==> src/rtl/clmul_pkg.sv <==
package clmul_pkg;
   typedef enum logic {
      HALF_LO = 1'b0,
      HALF_HI = 1'b1
   } half_sel_e;

   localparam int unsigned PIPE_DEPTH = 3;
endpackage

==> src/rtl/clmul_group.sv <==
// Sums one contiguous slice of partial products: the terms for bits
// LO..LO+CNT-1 of the multiplier, each a shifted copy of the multiplicand.
module clmul_group #(
   parameter int unsigned W   = 32,
   parameter int unsigned LO  = 0,
   parameter int unsigned CNT = 8
) (
   input  logic [W-1:0]   a,
   input  logic [W-1:0]   b,
   output logic [2*W-1:0] acc
);
   localparam int unsigned PW = 2 * W;

   always_comb begin
      acc = '0;
      for (int unsigned j = 0; j < CNT; j++) begin
         if (b[LO+j]) begin
            acc = acc ^ ({{W{1'b0}}, a} << (LO + j));
         end
      end
   end

   logic unused_pw;
   assign unused_pw = (PW == 0);
endmodule

==> src/rtl/clmul_fold.sv <==
// Combines the group sums into the full product and picks the requested half.
module clmul_fold #(
   parameter int unsigned W = 32,
   parameter int unsigned G = 4
) (
   input  logic [G*2*W-1:0] parts,
   input  logic             hi,
   output logic [W-1:0]     y
);
   localparam int unsigned PW = 2 * W;

   logic [PW-1:0] full;

   always_comb begin
      full = '0;
      for (int unsigned g = 0; g < G; g++) begin
         full = full ^ parts[g*PW +: PW];
      end
   end

   assign y = hi ? full[PW-1:W] : full[W-1:0];
endmodule

==> src/rtl/clmul_pipe.sv <==
module clmul_pipe
   import clmul_pkg::*;
#(
   parameter int unsigned W       = 32,
   parameter int unsigned TAG_W   = 5,
   parameter int unsigned NGROUPS = 4
) (
   input  logic             clk,
   input  logic             rst,
   input  logic             in_valid,
   input  logic             in_hi,
   input  logic [TAG_W-1:0] in_tag,
   input  logic [W-1:0]     in_a,
   input  logic [W-1:0]     in_b,
   output logic             out_valid,
   output logic [TAG_W-1:0] out_tag,
   output logic [W-1:0]     out_data
);
   localparam int unsigned PW   = 2 * W;
   localparam int unsigned GLEN = W / NGROUPS;

   // Elaboration-time parameter checks
   if (W != 32 && W != 64 && W != 128) begin : g_bad_width
      $error("clmul_pipe: W must be 32, 64 or 128");
   end
   if (NGROUPS == 0 || (W % NGROUPS) != 0) begin : g_bad_groups
      $error("clmul_pipe: NGROUPS must divide W");
   end
   if (TAG_W == 0) begin : g_bad_tag
      $error("clmul_pipe: TAG_W must be nonzero");
   end

   // Stage 1: operand capture
   logic             s1_v;
   half_sel_e        s1_half;
   logic [TAG_W-1:0] s1_tag;
   logic [W-1:0]     s1_a, s1_b;

   always_ff @(posedge clk) begin
      if (rst) s1_v <= 1'b0;
      else     s1_v <= in_valid;
      s1_half <= half_sel_e'(in_hi);
      s1_tag  <= in_tag;
      s1_a    <= in_a;
      s1_b    <= in_b;
   end

   // Stage 2: grouped partial-product sums
   logic [NGROUPS*PW-1:0] grp_sum;

   for (genvar g = 0; g < NGROUPS; g++) begin : g_grp
      clmul_group #(
         .W   (W),
         .LO  (g * GLEN),
         .CNT (GLEN)
      ) u_grp (
         .a   (s1_a),
         .b   (s1_b),
         .acc (grp_sum[g*PW +: PW])
      );
   end

   logic                  s2_v;
   half_sel_e             s2_half;
   logic [TAG_W-1:0]      s2_tag;
   logic [NGROUPS*PW-1:0] s2_parts;

   always_ff @(posedge clk) begin
      if (rst) s2_v <= 1'b0;
      else     s2_v <= s1_v;
      s2_half  <= s1_half;
      s2_tag   <= s1_tag;
      s2_parts <= grp_sum;
   end

   // Stage 3: fold and half select
   logic [W-1:0] half_res;

   clmul_fold #(
      .W (W),
      .G (NGROUPS)
   ) u_fold (
      .parts (s2_parts),
      .hi    (s2_half == HALF_HI),
      .y     (half_res)
   );

   always_ff @(posedge clk) begin
      if (rst) out_valid <= 1'b0;
      else     out_valid <= s2_v;
      out_tag  <= s2_tag;
      out_data <= half_res;
   end
endmodule

==> config.mk <==
export PLATFORM = sky130hd
export DESIGN_NAME = clmul_pipe
export DESIGN_NICKNAME = d
export VERILOG_FILES = /design/src/rtl/clmul_pkg.sv /design/src/rtl/clmul_group.sv /design/src/rtl/clmul_fold.sv /design/src/rtl/clmul_pipe.sv
export SDC_FILE = /design/constraint.sdc
export NUM_CORES = 1
export LEC_CHECK = 0
export CORE_MARGIN = 3
export CORE_UTILIZATION = 40
export CTS_BUF_LIST = sky130_fd_sc_hd__clkbuf_4
export DETAILED_ROUTE_END_ITERATION = 12
export GPL_ROUTABILITY_DRIVEN = 0
export PLACE_DENSITY = 0.67
export SYNTH_ARGS = -nofsm -noshare
export SYNTH_HDL_FRONTEND = slang
export SYNTH_SLANG_ARGS = --single-unit
==> constraint.sdc <==
create_clock -name clk -period 1.5 [get_ports clk]
set_input_delay 0.3 -clock clk [delete_from_list [all_inputs] [get_ports clk]]
set_output_delay 0.3 -clock clk [all_outputs]
set_load 0.005 [all_outputs]
==> impl_metrics.yaml <==
layout:
  drive_above_1_share_pct: 8.98
  layout-area-overhead-vs-synth_pct: 20.7
  fin_util_pct: 49.1
  fin_nets: 2732
  stdcell_count: 3325
timing:
  setup_viol: 24
  setup_ws_ns: -0.0305
  max_slew_margin_pct: 64.3
  rsz0062_at_grt: "true"
  fin_crit_sh_pct: 102
  tightest_slew_ns: 0.531
  skew_ns: 0.0715
  timing.fmax_mhz: 653
  fin_crit_ns: 1.53
  drv_slew: 0
  hold_violations: 0
pwr:
  p_clk_share_pct: 25.8
  p_seq_share_pct: 36.7
  power.density_nw_per_um2: 1260
  p_comb_share_pct: 37.5
  p_sw_mw: 10.5
  p_int_mw: 18.5
  irDropWorstVdd_mv: 0.543
  p_sw_share_pct: 36.1
  p_leak_nw: 9.04
  p_total_mw: 29.0
critical_path:
  crit_cells: 1
  end_kind: "output port"
  r2r-start: "s1_b[18]"
  crit_path_max_incr_delay_ns: 0.31
  critPathArrivalTime_ns: 1.23
  startpoint_type: "flip-flop"
  required_ns: 1.20
  cp_top_family: "flip-flops"
  crit_end: "out_tag[3]"
  path_cells: "buf_2"
  r2r-end: "s2_parts[160]"
  critical_path_class: "flip-flop to output port"
  reg2reg_depth: 5
  r2r_setup_slack_ns: 0.02
  worst-path-buf-inv: 1
  crit_start: "out_tag[3]"
  crit_fanout: 1
  cpMaxStageDelayCell: "dfxtp_2"
synth:
  seq_area_frac_synth_pct: 28.6
  ys_ff_latch: 272
  syn_avg_cell_area_um2: 7.54
  yosysWarnings: 0
  syn_inst: 2521
  netlist_area_um2: 19000
  synth_nets: 2594
  synth.distinct_cells: 13
place:
  io_buffers: 110
  place_ws_ns: -0.00161
  hpwl_um: 36900
  dp.cells: 3114
global_route:
  grt_pass1_wl_um: 93000
  grt_pass1_vias: 16900
  grt-ovfl-total: 0
  track_usage_pct: 23.5
  antenna_found_initial: 2
  grt_max_degree: 63
floorplan:
  die_x_um: 224
  die_area_um2: 50200
  start_util_pct: 40.7
  rows: 79
  core_area_um2: 46800
  die_y_um: 224
  io_pins: 111
status:
  violations: "negative setup slack"
  status: "finished, violations left"
drt:
  ant_nets: 0
  drc: 0
  viasPerCell: 5.05
  drt_iter0_markers: 1563
  vias: 16800
  wl_per_cell_um: 17.7
  routed_wl_um: 58900
  drt_pre_antenna_iters: 5
hold_path:
  hold_path_class: "input pin to flip-flop"
clock_tree:
  clk_path_buf_depth: 3
  clkTransAtPathRegs_ns: 0.07
  cts_root_buf: "clkbuf_4"
  cts_buffers: 82
  clk-insertion-delay-late_ns: 0.81
  cts_tree: "yes"
  cts_sinks: 272
  htree_levels: 3
job:
  maxCapViolations: 0
[power groups by stage]
stage / sequential, mW / combinational, mW / clock (mW)
3_5_place_dp: 10.7 / 10.9 / 0
6_report: 10.6 / 10.9 / 7.49
3_3_place_gp: 10.7 / 10.6 / 0
5_1_grt: 10.7 / 11.6 / 8.12
2_1_floorplan: 10.2 / 7.07 / 0
4_1_cts: 10.6 / 10.7 / 7.75
[cell usage in the layout, fill, tap and decap left out, drive strengths merged, types with 3 or more instances in the layout]
cell type and n:
inv 3, nor2b 3, xor2 178, bufinv 5, and2 8, clkbuf 99
a21oi 14, dlygate4sd3 67, xnor2 783, clkinv 34, nor2 15, dfxtp 272
buf 113, clkdlybuf4s50 72, o21ai 16, nand2 1032
[what timing repair did]
item	in CTS	in global routing
setup buffers	0	0
pin swaps	4	1
endpoints found under the setup margin	40	42
endpoints found under the hold margin	67	0
resized for setup	162	16
gates cloned	1	0
hold buffers	67	0
[cell usage after synthesis, drive strengths merged]
master,number,share of area (%)
a21oi,14,0.37
and2,8,0.26
buf,188,5.0
clkbuf,11,0.22
dfxtp,272,29
mux2,1,0.059
nand2,1032,20
nor2,15,0.30
nor2b,3,0.099
o21ai,16,0.42
xnor2,783,36
xor2,178,8.2
[state kept, by name (all words and copies together), names as in the netlist]
signal and flops:
out_data 32, out_tag 5, out_valid 1, s1_a 32, s1_b 32, s1_half 1, s1_tag 5, s1_v 1
s2_half 1, s2_parts 156, s2_tag 5, s2_v 1
[per-layer routing]
layer	global-route usage (%)	vias to the layer above	share of wire, %
met1	29.6	7935	39
met2	38.0	882	46
met3	4.42	185	9.9
li1	-	7774	-
met5	0	-	0
met4	12.8	0	4.8
[worst min path at each step]
stage                 endpoint       from  cells after the start
detailed placement  out_tag[1]  s2_tag[1]                      0
global route          s1_b[19]   in_b[19]                      1
finish                s1_b[19]   in_b[19]                      1
floorplan           out_tag[0]  s2_tag[0]                      0
global placement    out_tag[0]  s2_tag[0]                      0
CTS                   s1_b[19]   in_b[19]                      1
[kinds of logic after synthesis]
logic type	share of synthesized area, %
AND/OR/NAND/NOR	21.0
XOR/XNOR	44.3
flip-flops	28.6
buffers and inverters	5.18
AO/OA/AOI/OAI	0.790
multiplexers	0.0592
[final cells by class]
cell class	instances	area, um2
Timing Repair Buffer	253	3080
Fill cell	4391	23800
Multi-Input combinational cell	2050	12600
Tap cell	607	759
Sequential cell	272	5460
Antenna cell	1	2.50
Clock buffer	99	743
Clock inverter	43	307
[stage by stage]
stage / hold slack, ns / area [um2] / TNS, ns
floorplan: 0.310 / 19000 / 0
global route: 0.0406 / 22900 / -2.36
finish: 0.0948 / 22900 / -0.206
detailed placement: 0.313 / 21300 / -0.00161
CTS: 0.000701 / 22900 / -3.35
global placement: 0.310 / 21300 / 0
Note: power is estimated with default switching activity, not from simulation.
